[src/rtl/midplane_pkg.sv]
package midplane_pkg;
  localparam int unsigned DW        = 32;
  localparam int unsigned AW        = 8;
  localparam int unsigned NUM_SLOTS = 7;
  localparam int unsigned NUM_PLUG  = NUM_SLOTS - 1;
  localparam int unsigned NUM_EVT   = NUM_PLUG + 1;
  localparam int unsigned EEP_A_N   = 4;
  localparam int unsigned EEP_B_N   = 3;

  localparam logic [7:0] OFS_MGMT  = 8'h40;
  localparam logic [7:0] OFS_PWR   = 8'h50;
  localparam logic [7:0] OFS_CTRL  = 8'h58;
  localparam logic [7:0] OFS_EEP_A = 8'h60;
  localparam logic [7:0] OFS_EEP_B = 8'h68;
  localparam logic [7:0] OFS_EVT   = 8'h70;

  localparam logic [31:0] MGMT_MASK = 32'h6666_6600;

  localparam int unsigned EEP_SEL_OFS  = 1;
  localparam int unsigned EEP_CLK_OFS  = 3;
  localparam int unsigned EEP_DIN_OFS  = 4;
  localparam int unsigned EEP_DOUT_OFS = 6;

  // bases packed 5 bits each, index 0 in the low field
  localparam logic [EEP_A_N*5-1:0] EEP_A_BASES = {5'd16, 5'd24, 5'd8, 5'd0};
  localparam logic [EEP_B_N*5-1:0] EEP_B_BASES = {5'd16, 5'd24, 5'd8};

  typedef enum logic [2:0] {
    DEC_NONE, DEC_NETIO, DEC_MGMT, DEC_PWR,
    DEC_CTRL, DEC_EEP_A, DEC_EEP_B, DEC_EVT
  } dec_e;

  // low bit of each slot's power-good pair
  function automatic int unsigned pg_base(input int unsigned slot);
    case (slot)
      0: return 1;
      1: return 9;
      2: return 13;
      3: return 25;
      4: return 17;
      5: return 29;
      6: return 21;
      default: return 1;
    endcase
  endfunction
endpackage

[src/rtl/midplane_pwr_status.sv]
module midplane_pwr_status
  import midplane_pkg::*;
#(
  parameter int unsigned W = DW
) (
  input  logic [NUM_PLUG-1:0] present_i,
  output logic [W-1:0]        pg_o
);
  always_comb begin
    pg_o = '0;
    pg_o[pg_base(0)]     = 1'b1;
    pg_o[pg_base(0) + 1] = 1'b1;
    for (int s = 1; s < NUM_SLOTS; s++) begin
      if (present_i[s-1]) begin
        pg_o[pg_base(s)]     = 1'b1;
        pg_o[pg_base(s) + 1] = 1'b1;
      end
    end
  end
endmodule

[src/rtl/midplane_eep_port.sv]
module midplane_eep_port
  import midplane_pkg::*;
#(
  parameter int unsigned       N     = 4,
  parameter int unsigned       W     = DW,
  parameter logic [N*5-1:0]    BASES = '0
) (
  input  logic         clk_i,
  input  logic         rst_ni,
  input  logic         wr_i,
  input  logic [W-1:0] wdata_i,
  input  logic [N-1:0] dout_i,
  output logic [N-1:0] sel_o,
  output logic [N-1:0] clk_o,
  output logic [N-1:0] din_o,
  output logic [W-1:0] rdata_o
);
  logic unused_wdata;
  assign unused_wdata = ^wdata_i;

  for (genvar g = 0; g < N; g++) begin : g_slot
    localparam int unsigned BASE = int'(BASES[g*5 +: 5]);
    always_ff @(posedge clk_i or negedge rst_ni) begin
      if (!rst_ni) begin
        sel_o[g] <= 1'b0;
        clk_o[g] <= 1'b0;
        din_o[g] <= 1'b0;
      end else if (wr_i) begin
        sel_o[g] <= wdata_i[BASE + EEP_SEL_OFS];
        clk_o[g] <= wdata_i[BASE + EEP_CLK_OFS];
        din_o[g] <= wdata_i[BASE + EEP_DIN_OFS];
      end
    end
  end

  always_comb begin
    rdata_o = '0;
    for (int i = 0; i < int'(N); i++)
      rdata_o[int'(BASES[i*5 +: 5]) + EEP_DOUT_OFS] = dout_i[i];
  end
endmodule

[src/rtl/midplane_evt_reg.sv]
module midplane_evt_reg
  import midplane_pkg::*;
#(
  parameter int unsigned N = NUM_EVT
) (
  input  logic         clk_i,
  input  logic         rst_ni,
  input  logic [N-1:0] set_i,
  input  logic         clr_wr_i,
  input  logic [N-1:0] clr_mask_i,
  output logic [N-1:0] evt_o,
  output logic         irq_o
);
  logic [N-1:0] clr_eff;
  assign clr_eff = clr_wr_i ? clr_mask_i : '0;

  always_ff @(posedge clk_i or negedge rst_ni) begin
    if (!rst_ni) begin
      evt_o <= '0;
      irq_o <= 1'b0;
    end else begin
      evt_o <= (evt_o & ~clr_eff) | set_i;  // new event beats clear
      if (|set_i)        irq_o <= 1'b1;
      else if (clr_wr_i) irq_o <= 1'b0;
    end
  end
endmodule

[src/rtl/midplane_regs.sv]
module midplane_regs
  import midplane_pkg::*;
#(
  parameter int unsigned W  = DW,
  parameter int unsigned AWI = AW
) (
  input  logic                clk_i,
  input  logic                rst_ni,
  input  logic                req_i,
  input  logic                we_i,
  input  logic [AWI-1:0]      addr_i,
  input  logic [W-1:0]        wdata_i,
  output logic [W-1:0]        rdata_o,
  input  logic [NUM_PLUG-1:0] slot_present_i,
  input  logic [NUM_PLUG-1:0] slot_evt_i,
  input  logic                mem_err_i,
  input  logic                netio_evt_i,
  input  logic                mgmt_evt_i,
  output logic                irq_netio_o,
  output logic                irq_mgmt_o,
  output logic                irq_oir_o,
  output logic [EEP_A_N-1:0]  eep_a_sel_o,
  output logic [EEP_A_N-1:0]  eep_a_clk_o,
  output logic [EEP_A_N-1:0]  eep_a_din_o,
  input  logic [EEP_A_N-1:0]  eep_a_dout_i,
  output logic [EEP_B_N-1:0]  eep_b_sel_o,
  output logic [EEP_B_N-1:0]  eep_b_clk_o,
  output logic [EEP_B_N-1:0]  eep_b_din_o,
  input  logic [EEP_B_N-1:0]  eep_b_dout_i
);
  dec_e         dec;
  logic         rd, wr;
  logic [W-1:0] pg, ctrl_q, eep_a_rd, eep_b_rd, rd_mux;
  logic [NUM_EVT-1:0] evt;

  always_comb begin
    unique casez (addr_i[7:0])
      8'h10, 8'h11, 8'h12, 8'h13,
      8'h18, 8'h19, 8'h1a: dec = DEC_NETIO;
      OFS_MGMT:            dec = DEC_MGMT;
      OFS_PWR:             dec = DEC_PWR;
      OFS_CTRL:            dec = DEC_CTRL;
      OFS_EEP_A:           dec = DEC_EEP_A;
      OFS_EEP_B:           dec = DEC_EEP_B;
      OFS_EVT:             dec = DEC_EVT;
      default:             dec = DEC_NONE;
    endcase
  end

  assign rd = req_i && !we_i;
  assign wr = req_i &&  we_i;

  midplane_pwr_status #(.W(W)) u_pwr (
    .present_i (slot_present_i),
    .pg_o      (pg)
  );

  midplane_eep_port #(.N(EEP_A_N), .W(W), .BASES(EEP_A_BASES)) u_eep_a (
    .clk_i   (clk_i),
    .rst_ni  (rst_ni),
    .wr_i    (wr && dec == DEC_EEP_A),
    .wdata_i (wdata_i),
    .dout_i  (eep_a_dout_i),
    .sel_o   (eep_a_sel_o),
    .clk_o   (eep_a_clk_o),
    .din_o   (eep_a_din_o),
    .rdata_o (eep_a_rd)
  );

  midplane_eep_port #(.N(EEP_B_N), .W(W), .BASES(EEP_B_BASES)) u_eep_b (
    .clk_i   (clk_i),
    .rst_ni  (rst_ni),
    .wr_i    (wr && dec == DEC_EEP_B),
    .wdata_i (wdata_i),
    .dout_i  (eep_b_dout_i),
    .sel_o   (eep_b_sel_o),
    .clk_o   (eep_b_clk_o),
    .din_o   (eep_b_din_o),
    .rdata_o (eep_b_rd)
  );

  midplane_evt_reg #(.N(NUM_EVT)) u_evt (
    .clk_i      (clk_i),
    .rst_ni     (rst_ni),
    .set_i      ({mem_err_i, slot_evt_i}),
    .clr_wr_i   (wr && dec == DEC_EVT),
    .clr_mask_i (wdata_i[NUM_EVT:1]),
    .evt_o      (evt),
    .irq_o      (irq_oir_o)
  );

  always_ff @(posedge clk_i or negedge rst_ni) begin
    if (!rst_ni)                     ctrl_q <= '0;
    else if (wr && dec == DEC_CTRL)  ctrl_q <= wdata_i;
  end

  // raise beats acknowledge
  always_ff @(posedge clk_i or negedge rst_ni) begin
    if (!rst_ni) begin
      irq_netio_o <= 1'b0;
      irq_mgmt_o  <= 1'b0;
    end else begin
      if (netio_evt_i)                  irq_netio_o <= 1'b1;
      else if (rd && dec == DEC_NETIO)  irq_netio_o <= 1'b0;
      if (mgmt_evt_i)                   irq_mgmt_o <= 1'b1;
      else if (req_i && dec == DEC_MGMT) irq_mgmt_o <= 1'b0;
    end
  end

  always_comb begin
    case (dec)
      DEC_NETIO: rd_mux = '1;
      DEC_MGMT:  rd_mux = pg & W'(MGMT_MASK);
      DEC_PWR:   rd_mux = pg;
      DEC_CTRL:  rd_mux = ctrl_q;
      DEC_EEP_A: rd_mux = eep_a_rd;
      DEC_EEP_B: rd_mux = eep_b_rd;
      DEC_EVT:   rd_mux = W'({evt, 1'b0});
      default:   rd_mux = '0;
    endcase
  end

  always_ff @(posedge clk_i or negedge rst_ni) begin
    if (!rst_ni)  rdata_o <= '0;
    else if (rd)  rdata_o <= rd_mux;
  end
endmodule

[config.mk]
export PLATFORM = sky130hd
export DESIGN_NAME = midplane_regs
export DESIGN_NICKNAME = d
export VERILOG_FILES = /design/src/rtl/midplane_pkg.sv /design/src/rtl/midplane_pwr_status.sv /design/src/rtl/midplane_eep_port.sv /design/src/rtl/midplane_evt_reg.sv /design/src/rtl/midplane_regs.sv
export SDC_FILE = /design/constraint.sdc
export NUM_CORES = 1
export LEC_CHECK = 0
export ABC_CLOCK_PERIOD_IN_PS = 3400
export CAP_MARGIN = 25
export CORE_ASPECT_RATIO = 0.75
export CORE_MARGIN = 2
export CORE_UTILIZATION = 50
export DETAILED_ROUTE_END_ITERATION = 16
export PLACE_DENSITY_LB_ADDON = 0.3
export SLEW_MARGIN = 20
export SYNTH_ARGS = -nofsm -noshare
export SYNTH_HDL_FRONTEND = slang
export SYNTH_SLANG_ARGS = --single-unit
[constraint.sdc]
create_clock -name clk_i -period 3.4 [get_ports clk_i]
set_clock_uncertainty 0.2 [all_clocks]
set_input_delay 0.34 -clock clk_i [delete_from_list [all_inputs] [get_ports clk_i]]
set_output_delay 0.34 -clock clk_i [all_outputs]
set_load 0.1 [all_outputs]
==> insert_results.sql <==
INSERT INTO impl_metrics (metric_group, metric, value, unit) VALUES
('status', 'outcome', 'completed', ''),
('logic_synthesis', 'syn-mean-instance-area', '12.89', 'um2'),
('setup_path', 'timing.critical_path.max_delay_family', 'buffers and inverters', ''),
('routing', 'detailedRoute.firstIterationViolations', '122', ''),
('setup_path', 'crit_type', 'in -> reg', ''),
('routing', 'totalWireLength', '10.36', 'mm'),
('sta', 'slew_violations', '0', ''),
('global_route', 'grt_overflow', '0', ''),
('power', 'switching_share', '0.2446', ''),
('routing', 'num_vias', '3157', ''),
('setup_path', 'crit_path_top_delay_cell', 'or4b_1', ''),
('floorplanning', 'core-area', '0.008346', 'mm2'),
('sta', 'final_layout_setup_total_negative_slack', '0', 'ps'),
('power', 'powerDensity', '401.2', 'mW/mm2'),
('power', 'power.share.sequential', '0.489', ''),
('floorplanning', 'dieArea', '0.009243', 'mm2'),
('layout', 'layout-drive-gt1-share', '0.2065', ''),
('clock_tree', 'cts_inserted_buffers', '9', ''),
('logic_synthesis', 'synth-seq-area-share', '0.5605', ''),
('logic_synthesis', 'synth_warnings', '0', ''),
('routing', 'count_of_tritonroute_iterations_in_the_first_routing_pass', '4', ''),
('sta', 'final-hold-violation-count', '0', ''),
('setup_path', 'critical_path.reg2reg.endpoint', 'rdata_o[6]', ''),
('setup_path', 'r2r_setup_slack', '2090', 'ps'),
('placement', 'port-buffer-count', '121', ''),
('placement', 'gp_congestion', '0.8892', ''),
('logic_synthesis', 'syn-cell-area', '0.004242', 'mm2'),
('logic_synthesis', 'synth_top_cells_by_area', 'dfrtp_1, mux2_4, mux2_2', ''),
('power', 'comb_power_share', '0.112', ''),
('setup_path', 'cp_arrival', '2650', 'ps'),
('logic_synthesis', 'synth.ff_latch_count', '95', ''),
('setup_path', 'worstRegToRegCells', '4', ''),
('clock_tree', 'cts_resized', '0', ''),
('layout', 'area_growth', '39.23', '%'),
('setup_path', 'worstReg2RegStart', 'u_evt.evt_o[5]', ''),
('sta', 'rsz0062_at_grt', 'no', ''),
('power', 'clock_power_share', '0.399', ''),
('global_route', 'first_pass_grt_wire_length', '16.55', 'mm'),
('clock_tree', 'clk_pin_slew_worst_paths', '60', 'ps'),
('layout', 'layout_commonest_cell', 'clkdlybuf4s50_1', ''),
('setup_path', 'worst_setup_path_start_kind', 'input port', ''),
('sta', 'finalHoldWorstSlack', '246.6', 'ps'),
('sta', 'timing.final.crit_share', '0.7649', ''),
('sta', 'slew_headroom', '0.3341', ''),
('clock_tree', 'clk_lat_worst_skew', '340', 'ps'),
('placement', 'placement_setup_slack', '443.8', 'ps'),
('routing', 'dr_wl_cell', '18.24', 'um'),
('global_route', 'first_global_vias', '3249', ''),
('logic_synthesis', 'mapped_cells', '329', ''),
('layout', 'antennaDiodeCount', '0', ''),
('routing', 'ant_nets', '0', ''),
('power', 'power', '2369', 'uW'),
('setup_path', 'worstPathCellList', 'clkdlybuf4s50_1, or4b_1, buf_4, a311oi_1, o21bai_2, buf_8, o21ai_0', ''),
('floorplanning', 'io-pin-count', '122', ''),
('clock_tree', 'cts-root-buf', 'clkbuf_16', ''),
('sta', 'period_needed', '2601', 'ps'),
('floorplanning', 'dieWidth', '110.4', 'um'),
('setup_path', 'worstPathRequired', '3450', 'ps'),
('sta', 'tightestPinTransition', '995.7', 'ps'),
('placement', 'detailedPlacementHpwl', '7.341', 'mm'),
('logic_synthesis', 'synth_largest_area_cell', 'dfrtp_1', ''),
('sta', 'final_critical_path_setup_slack', '799.2', 'ps'),
('global_route', 'grt_max_degree', '77', ''),
('setup_path', 'path_buf_inv', '3', ''),
('routing', 'drc', '0', ''),
('setup_path', 'crit_path_end_kind', 'register', ''),
('setup_path', 'critPathMaxStageDelay', '660', 'ps'),
('power', 'power.internal', '1790', 'uW'),
('power', 'power.switching', '579.5', 'uW'),
('setup_path', 'crit_path_max_fanout', '20', ''),
('logic_synthesis', 'mappedNetlistNets', '395', '');
## worst register-to-register path, stage by stage (launching register included)
cell	delay, ps
dfrtp_1	400
o21ai_0	170
a2bb2oi_1	90
nor4_1	200
o31ai_1	120
## layer usage
metal,up-vias,wire [um],GRT usage
met5,-,0,0
met1,1574,4797,0.3368
met2,129,4603,0.3497
met3,4,921,0.08821
met4,0,39,0.03636
li1,1450,-,-
## layout make-up
| cell class | count | area [um2] |
|---|---|---|
| inverter | 3 | 11.26 |
| fill | 625 | 2440 |
| timing repair buffer | 137 | 1379 |
| clock buffer | 11 | 242.7 |
| sequential | 95 | 2377 |
| tap | 108 | 135.1 |
| clock inverter | 5 | 41.29 |
| multi-input combinational | 209 | 1719 |
## cells in the mapped netlist
| library cell | instances |
|---|---|
| nand4b_4 | 1 |
| nand3b_1 | 2 |
| nor4b_2 | 1 |
| and3_1 | 2 |
| nor4b_4 | 1 |
| or3_1 | 1 |
| buf_6 | 7 |
| a21o_1 | 9 |
| nor3_4 | 1 |
| a221oi_1 | 16 |
| nand2_1 | 40 |
| nand3_2 | 1 |
| o21bai_1 | 1 |
| a21oi_1 | 14 |
| a311oi_1 | 1 |
| mux2_4 | 30 |
| buf_1 | 1 |
| or4_1 | 1 |
| nor3_2 | 1 |
| a2bb2oi_1 | 1 |
| inv_1 | 3 |
| nor2b_1 | 3 |
| or4b_1 | 1 |
| nor2_8 | 1 |
| nand2b_1 | 5 |
| mux2i_1 | 3 |
| buf_4 | 1 |
| o2bb2ai_1 | 6 |
| nor2_1 | 2 |
| a31oi_1 | 2 |
| o31ai_1 | 1 |
| o21ai_0 | 22 |
| nor4_4 | 1 |
| nand4b_1 | 1 |
| mux2_2 | 23 |
| o21ai_1 | 11 |
| buf_2 | 4 |
| and3b_1 | 1 |
| nor4_1 | 2 |
| dfrtp_1 | 95 |
| clkbuf_1 | 9 |
## power groups by stage
stage	clock (uW)	sequential (uW)	combinational [uW]
detailed placement	0	1180	261
CTS	965	1160	264
floorplan	0	1230	62.5
finish	945	1160	266
global placement	0	1180	258
global route	1010	1160	283
## state kept, by name, summed over array words and instances, names as in the netlist
register and count:
ctrl_q 32, rdata_o 32, u_evt.evt_o 7, u_eep_a.clk_o 4
u_eep_a.din_o 4, u_eep_a.sel_o 4, u_eep_b.clk_o 3, u_eep_b.din_o 3
u_eep_b.sel_o 3, irq_mgmt_o 1, irq_netio_o 1, u_evt.irq_o 1
## metrics by stage
| step | util | instances | instance area (um2) |
|---|---|---|---|
| final | 0.7076 | 568 | 5906 |
| after global routing | 0.7076 | 568 | 5906 |
| after CTS | 0.7043 | 567 | 5878 |
| after detailed placement | 0.6691 | 550 | 5584 |
| after global placement | 0.6673 | 549 | 5569 |
| after floorplan | - | 329 | 4242 |
## how the worst max path moves through the flow
stage / cells after the start / start / endpoint / slack (ps)
2_1_floorplan: 6 / addr_i[7] / u_eep_a.clk_o[0] / 1200
3_3_place_gp: 6 / addr_i[1] / rdata_o[6] / 420
4_1_cts: 7 / addr_i[1] / rdata_o[25] / 780
5_1_grt: 7 / addr_i[1] / rdata_o[22] / 650
3_5_place_dp: 7 / addr_i[1] / rdata_o[22] / 440
6_report: 7 / addr_i[1] / rdata_o[25] / 800
## repair_timing
action,in CTS,in global routing
endpoints found under the setup margin,0,0
buffers inserted,0,0
hold buffers,1,0
endpoints found under the hold margin,74,0
## logic make-up after synthesis
group | Yosys count | share of synthesized area
buf+inv | 25 | 0.03658
mux | 56 | 0.1743
flops | 95 | 0.5605
compound gates | 84 | 0.1274
simple gates | 69 | 0.1012
(Power assumes the default switching activity.)
